**src/rtl/phr_pkg.sv**
```systemverilog
package phr_pkg;
  localparam int unsigned REG_W = 8;

  localparam logic [3:0] OFS_CMD    = 4'h0;
  localparam logic [3:0] OFS_PAGE   = 4'h1;
  localparam logic [3:0] OFS_ISR    = 4'h6;
  localparam logic [3:0] OFS_GIR    = 4'h7;
  localparam logic [3:0] OFS_MASK   = 4'hC;
  localparam logic [3:0] OFS_CFG    = 4'hE;
  localparam logic [3:0] OFS_CNT_LO = 4'hE;
  localparam logic [3:0] OFS_CNT_HI = 4'hF;

  localparam logic [REG_W-1:0] PG_DATA = 8'd0;
  localparam logic [REG_W-1:0] PG_INTR = 8'd1;

  localparam int unsigned CB_SRST  = 1;
  localparam int unsigned CB_IEN   = 2;
  localparam int unsigned CB_FORCE = 3;
  localparam int unsigned GB_HMASK = 1;
  localparam int unsigned CFG_MIRROR = 7;

  // command bits forwarded to the MAC as strobes
  localparam logic [REG_W-1:0] STROBE_BITS = 8'h71;
  // status bits fed by MAC events
  localparam logic [REG_W-1:0] EVT_BITS    = 8'h77;
  // status bits that hold state (events plus forced bit)
  localparam logic [REG_W-1:0] LIVE_BITS   = 8'hF7;

  typedef struct packed {
    logic cmd;
    logic page;
    logic isr;
    logic gir;
    logic mask;
    logic cfg;
  } wr_sel_t;
endpackage

```
**src/rtl/phr_cmd.sv**
```systemverilog
module phr_cmd
  import phr_pkg::*;
#(
  parameter int unsigned DW = REG_W
) (
  input  logic          clk,
  input  logic          rst,
  input  logic          cmd_wr,
  input  logic [DW-1:0] wdata,
  output logic          sreset,
  output logic          force_set,
  output logic          irq_en,
  output logic [DW-1:0] cmd_strobe
);
  assign sreset    = cmd_wr && wdata[CB_SRST];
  assign force_set = cmd_wr && wdata[CB_FORCE] && !wdata[CB_SRST];

  always_ff @(posedge clk) begin
    if (rst || sreset) irq_en <= 1'b0;
    else if (cmd_wr)   irq_en <= wdata[CB_IEN];
  end

  always_ff @(posedge clk) begin
    if (rst)                               cmd_strobe <= '0;
    else if (cmd_wr && !wdata[CB_SRST])    cmd_strobe <= wdata & STROBE_BITS;
    else                                   cmd_strobe <= '0;
  end


  strobe_src_chk: assert property (@(posedge clk) disable iff (rst)
    (cmd_strobe != '0) |-> $past(cmd_wr && !wdata[CB_SRST]));
endmodule

```
**src/rtl/phr_irq.sv**
```systemverilog
module phr_irq
  import phr_pkg::*;
#(
  parameter int unsigned DW = REG_W
) (
  input  logic          clk,
  input  logic          clr,
  input  logic [DW-1:0] mac_evt,
  input  logic          force_set,
  input  logic          isr_wr,
  input  logic          mask_wr,
  input  logic          gir_wr,
  input  logic [DW-1:0] wdata,
  input  logic          irq_en,
  output logic [DW-1:0] isr,
  output logic [DW-1:0] imr,
  output logic          hmask,
  output logic          pending,
  output logic          host_irq
);
  logic [DW-1:0] set_vec;
  logic [DW-1:0] clr_vec;

  assign set_vec = (mac_evt & EVT_BITS) | {force_set, {(DW-1){1'b0}}};
  assign clr_vec = isr_wr ? wdata : '0;

  for (genvar b = 0; b < DW; b++) begin : g_isr
    if (LIVE_BITS[b]) begin : g_live
      logic bit_q;
      always_ff @(posedge clk) begin
        if (clr) bit_q <= 1'b0;
        else     bit_q <= set_vec[b] | (bit_q & ~clr_vec[b]);
      end
      assign isr[b] = bit_q;
    end else begin : g_tied
      assign isr[b] = 1'b0;
    end
  end

  always_ff @(posedge clk) begin
    if (clr)          imr <= '0;
    else if (mask_wr) imr <= wdata;
  end

  always_ff @(posedge clk) begin
    if (clr)         hmask <= 1'b0;
    else if (gir_wr) hmask <= wdata[GB_HMASK];
  end

  assign pending = |(isr & imr);

  always_ff @(posedge clk) begin
    if (clr) host_irq <= 1'b0;
    else     host_irq <= irq_en && !hmask && pending;
  end


  evt_wins_chk: assert property (@(posedge clk) disable iff (clr)
    (set_vec != '0) |=> ((isr & $past(set_vec)) == $past(set_vec)));


  irq_gate_chk: assert property (@(posedge clk) disable iff (clr)
    host_irq |-> $past(irq_en && !hmask && pending));
endmodule

```
**src/rtl/phr_page_cfg.sv**
```systemverilog
module phr_page_cfg
  import phr_pkg::*;
#(
  parameter int unsigned DW = REG_W
) (
  input  logic          clk,
  input  logic          clr,
  input  logic          page_wr,
  input  logic          cfg_wr,
  input  logic [DW-1:0] wdata,
  output logic [DW-1:0] page_q,
  output logic [DW-1:0] cfg_q
);
  always_ff @(posedge clk) begin
    if (clr)          page_q <= '0;
    else if (page_wr) page_q <= wdata;
  end

  always_ff @(posedge clk) begin
    if (clr)         cfg_q <= '0;
    else if (cfg_wr) cfg_q <= wdata;
  end
endmodule

```
**src/rtl/paged_host_regs.sv**
```systemverilog
module paged_host_regs
  import phr_pkg::*;
#(
  parameter int unsigned ADDR_W = 4,
  parameter int unsigned DW     = REG_W,
  parameter int unsigned STAT_W = 4,
  parameter int unsigned CNT_W  = 13
) (
  input  logic              clk,
  input  logic              rst,
  input  logic [ADDR_W-1:0] bus_addr,
  input  logic [DW-1:0]     bus_wdata,
  input  logic              bus_wr,
  input  logic              bus_rd,
  output logic [DW-1:0]     bus_rdata,
  input  logic [DW-1:0]     mac_evt,
  input  logic [STAT_W-1:0] mac_stat,
  input  logic [CNT_W-1:0]  rx_cnt,
  output logic [DW-1:0]     cmd_strobe,
  output logic              host_irq
);
  localparam int unsigned HI_CNT = CNT_W - DW;
  localparam int unsigned FLAG_W = DW - HI_CNT;

  wr_sel_t        sel;
  logic           sreset, force_set, irq_en, clr;
  logic           hmask, pending;
  logic [DW-1:0]  isr, imr, page_q, cfg_q;
  logic [DW-1:0]  rd_val;
  logic [FLAG_W-1:0] mirror;

  always_comb begin
    sel      = '0;
    sel.cmd  = bus_wr && (bus_addr == ADDR_W'(OFS_CMD));
    sel.page = bus_wr && (bus_addr == ADDR_W'(OFS_PAGE));
    sel.isr  = bus_wr && (bus_addr == ADDR_W'(OFS_ISR));
    sel.gir  = bus_wr && (bus_addr == ADDR_W'(OFS_GIR));
    sel.mask = bus_wr && (bus_addr == ADDR_W'(OFS_MASK)) && (page_q == PG_INTR);
    sel.cfg  = bus_wr && (bus_addr == ADDR_W'(OFS_CFG))  && (page_q == PG_INTR);
  end

  assign clr = rst || sreset;

  phr_cmd #(.DW(DW)) u_cmd (
    .clk(clk), .rst(rst), .cmd_wr(sel.cmd), .wdata(bus_wdata),
    .sreset(sreset), .force_set(force_set), .irq_en(irq_en),
    .cmd_strobe(cmd_strobe)
  );

  phr_irq #(.DW(DW)) u_irq (
    .clk(clk), .clr(clr), .mac_evt(mac_evt), .force_set(force_set),
    .isr_wr(sel.isr), .mask_wr(sel.mask), .gir_wr(sel.gir),
    .wdata(bus_wdata), .irq_en(irq_en), .isr(isr), .imr(imr),
    .hmask(hmask), .pending(pending), .host_irq(host_irq)
  );

  phr_page_cfg #(.DW(DW)) u_pg (
    .clk(clk), .clr(clr), .page_wr(sel.page), .cfg_wr(sel.cfg),
    .wdata(bus_wdata), .page_q(page_q), .cfg_q(cfg_q)
  );

  assign mirror = cfg_q[CFG_MIRROR] ? FLAG_W'(mac_stat) : '0;

  always_comb begin
    rd_val = '0;
    if (!bus_addr[ADDR_W-1]) begin
      unique case (bus_addr)
        ADDR_W'(OFS_CMD):  rd_val = DW'(mac_stat);
        ADDR_W'(OFS_PAGE): rd_val = page_q;
        ADDR_W'(OFS_ISR):  rd_val = isr;
        ADDR_W'(OFS_GIR):  rd_val = DW'({hmask, pending});
        default:           rd_val = '0;
      endcase
    end else if (page_q == PG_DATA) begin
      if (bus_addr == ADDR_W'(OFS_CNT_LO))      rd_val = rx_cnt[DW-1:0];
      else if (bus_addr == ADDR_W'(OFS_CNT_HI)) rd_val = {mirror, rx_cnt[CNT_W-1:DW]};
    end else if (page_q == PG_INTR) begin
      if (bus_addr == ADDR_W'(OFS_MASK))        rd_val = imr;
      else if (bus_addr == ADDR_W'(OFS_CFG))    rd_val = cfg_q;
    end
  end

  always_ff @(posedge clk) begin
    if (rst)         bus_rdata <= '0;
    else if (bus_rd) bus_rdata <= rd_val;
  end


  sreset_clears_chk: assert property (@(posedge clk) disable iff (rst)
    sreset |=> (page_q == '0 && isr == '0 && imr == '0 && cfg_q == '0 && !irq_en && !hmask));


  rdata_hold_chk: assert property (@(posedge clk) disable iff (rst)
    !bus_rd |=> $stable(bus_rdata));
endmodule

```
**config.mk**
```make
export PLATFORM = sky130hd
export DESIGN_NAME = paged_host_regs
export DESIGN_NICKNAME = d
export VERILOG_FILES = /design/src/rtl/phr_pkg.sv /design/src/rtl/phr_cmd.sv /design/src/rtl/phr_irq.sv /design/src/rtl/phr_page_cfg.sv /design/src/rtl/paged_host_regs.sv
export SDC_FILE = /design/constraint.sdc
export NUM_CORES = 1
export LEC_CHECK = 0
export CORE_ASPECT_RATIO = 1.1
export CORE_MARGIN = 4
export CORE_UTILIZATION = 38
export DETAILED_ROUTE_END_ITERATION = 6
export HOLD_SLACK_MARGIN = 0.08
export PLACE_DENSITY = 0.74
export RECOVER_POWER = 100
export REMOVE_ABC_BUFFERS = 1
export SLEW_MARGIN = 20
export SYNTH_ARGS = -nofsm -noshare
export SYNTH_HDL_FRONTEND = slang
export SYNTH_SLANG_ARGS = --single-unit
```
**constraint.sdc**
```tcl
create_clock -name clk -period 2.2 [get_ports clk]
set_input_delay 0.66 -clock clk [delete_from_list [all_inputs] [get_ports clk]]
set_output_delay 0.66 -clock clk [all_outputs]
set_load 0.05 [all_outputs]
```
==> implementation parameters <==
Parameter                              Value

Worst setup path
  Critical path launch point type    flop
  Worst-path cell chain    dlygate4sd3_1
  Register-to-register setup slack    0.47 ns
  Combined buffer and inverter count along the critical path    1
  Cell class contributing the biggest share of worst-path delay    buffers and inverters
  Category of the worst setup path capture point    output port
  Largest incremental delay on the critical path    0.86 ns
  Maximum fanout along the worst path    1
  Logic depth of the worst register-to-register path    5
  Data arrival, critical path    1.48 ns
  Worst R2R Start    u_pg.page_q[3]
  RR Endpoint    bus_rdata[3]
  Classification of the worst setup path    flop to output port
  Cell at the slowest stage of the critical path    dlygate4sd3_1
  Required @ worst endpoint    1.54 ns

Clock network
  Buffers from clock root to sink, at most    2
  Number of sinks on the clock net    46
  TritonCTS clock tree    yes
  Post-CTS setup repair buffer count    0
  CTS root buffer    clkbuf_8
  Total CTS buffers    5
  Clock edge transition at the registers on the reported setup and hold paths    0.09 ns
  CTS H-tree depth    2
  Insertion delay to the later sink of the worst-skew pair    0.31 ns

Global routing
  Overall Global Routing Usage    0.182
  Pin count of the biggest net entering global routing    17
  Via count of the first global-routing pass    around 2100
  Antenna violations before repair    0
  Global-route wire length before repair    10000 um
  Overflow after GRT    0

Placement
  Detailed Place HPWL    4790 um
  Cell total after placement    between 300 and 400
  Final weighted congestion in routability-driven placement    0.824
  Pre-CTS setup slack    -0.230 ns
  Port bufs    51

Floorplanning
  Std cell rows    29
  Initial Util    0.393
  Ports placed on the boundary    58
  Die X-Extent    81.9 um
  Placeable core region    0.00581 mm^2
  Die Y-Extent    89.3 um
  Die area    0.00731 mm^2

Timing
  Transition at the pin with the smallest max-transition slack    0.592 ns
  Final worst clock skew    0.00603 ns
  Achievable frequency    467 MHz
  Setup violations, final    0
  Share of the clock period used by the worst path after layout    0.973
  Max-slew violation count    0
  Worst setup slack after layout    between 0.05 and 0.06 ns
  Final min period    2.14 ns
  Unrepaired setup endpoints after global routing    no
  Rel. slew slack    0.607
  Hold Worst Slack    0.479 ns
  Number of endpoints with negative hold slack in the final report    0
  Setup tns final    0 ns

Layout
  Fraction of layout cells with a size suffix above 1    0.182
  Leading cell types in the layout, fill and taps excluded    clkdlybuf4s50_1 (49), dfxtp_1 (46), nor2_1 (31)
  Count of placed standard cells in the final layout, fillers left out    402
  Most common cell after layout, fill and taps aside    clkdlybuf4s50_1
  Final core utilization    0.545
  Area growth from synthesis to layout    38.5%
  Total number of nets in the final design    365
  Number of antenna diodes    0
  Number of fill cells    between 500 and 600

Logic synthesis
  Part of the Yosys area used for sequential elements    0.403
  Avg Inst Size Synth    ~9.3 um^2
  Synthesized instance count    245
  Count of yosys warnings during synthesis    0
  Synth unique cells    42
  Post-synth design cell area    0.00228 mm^2
  Asr flop ratio synth    0
  Most used DFF post-synth    dfxtp_1
  Number of synthesized register bits    46
  Post-synth EDFFs    0

Worst hold path
  Worst hold path endpoint    u_cmd.irq_en
  Hold Path Cell Cnt    2
  Class of the tightest hold or removal check    flop to flop
  Worst Hold Launch    u_cmd.irq_en

Power and ir drop
  PD cells    about 570 mW/mm^2
  Maximum VDD drop    356 uV
  Static power due to leakage    1.40 nW

Route
  Number of vias in the routed layout    2071
  Initial DRC count    between 100 and 150
  Average wire length per cell after detail routing    15.4 um
  Overall routed net length    6200 um
  Post-DR vias/cell    5.15
  Antenna-violating nets left    0
  DRT Pass-1 Iters    4
  Residual DRC    0

Job
  Maxcap violations    0

Run status
  Status    complete, no violations
## logic make-up (layout without fill, tap and decap cells)
group | Yosys count | after routing | share of synthesized area
and+or+nand+nor | 79 | 79 | 0.196
AOI/OAI and AO/OA | 52 | 52 | 0.152
DFF | 46 | 46 | 0.403
muxes | 43 | 43 | 0.196
buffers and inverters | 24 | 101 | 0.0515
other | 1 | 4 | 0.00164
## where the power goes
group,switching [W],internal (W)
Combinational,0.000150,0.000146
Sequential,0.0000120,0.000851
Clock,0.000301,0.000338
## synth_stat cells (6+ instances only)
library cell	instances	area [um^2]
o21a_1	7	52.6
nand2_1	12	45.0
buf_4	6	45.0
a31oi_1	7	43.8
o21ai_0	8	40.0
nand3_1	6	30.0
dfxtp_1	46	921
mux2_2	13	146
nor2_1	31	116
inv_1	10	37.5
a21oi_1	9	45.0
mux2i_1	30	300
## repair_timing
action / in CTS / in global routing
setup endpoints to repair: 0 / 14
hold buffers: 0 / 0
resized for setup: 0 / 2
## cell type report
type	instances	area [um^2]	share of cell area
clock buffer	5	68.8	0.0218
clock inverter	3	45.0	0.0142
inverter	10	37.5	0.0119
multi-input combinational	178	1270	0.400
sequential	46	921	0.291
tap	77	96.3	0.0305
timing repair buffer	83	728	0.230
## registers in the layout (all words and copies together), names as in the netlist
signal and cells:
u_irq.host_irq 1, u_cmd.irq_en 1, u_irq.hmask 1, u_irq.g_isr.g_live.bit_q 7, u_pg.page_q 8, u_irq.imr 8, u_pg.cfg_q 8, bus_rdata 8
u_cmd.cmd_strobe 4
## layer usage
metal / wire [um] / part of all wire / vias to the layer above / global-route usage
met5: 0 / 0 / - / 0
met2: 2920 / 0.47 / 58 / 0.303
met3: 334 / 0.054 / 16 / 0.0444
met4: 172 / 0.028 / 0 / 0.0725
li1: - / - / 1036 / -
met1: 2780 / 0.45 / 961 / 0.224
## stage by stage
stage	instance area, um^2	total power (W)
after CTS	3200	0.00182
after global routing	3160	0.00186
after detailed placement	3080	0.00118
after floorplan	2210	0.00101
final	3160	0.00180
after global placement	3080	0.00118
## worst max path at each step
stage | from | end | slack [ns] | cells past startpoint
finish | u_cmd.cmd_strobe[4] | cmd_strobe[4] | 0.06 | 1
global route | bus_addr[1] | u_pg.cfg_q[7] | 0.03 | 7
CTS | bus_rdata[2] | bus_rdata[2] | 0.07 | 1
detailed placement | bus_addr[1] | u_pg.page_q[6] | -0.23 | 7
global placement | bus_addr[1] | u_pg.page_q[0] | -0.20 | 7
floorplan | bus_addr[3] | u_irq.hmask | 0.15 | 4
Power figures use the tool's default switching activity.
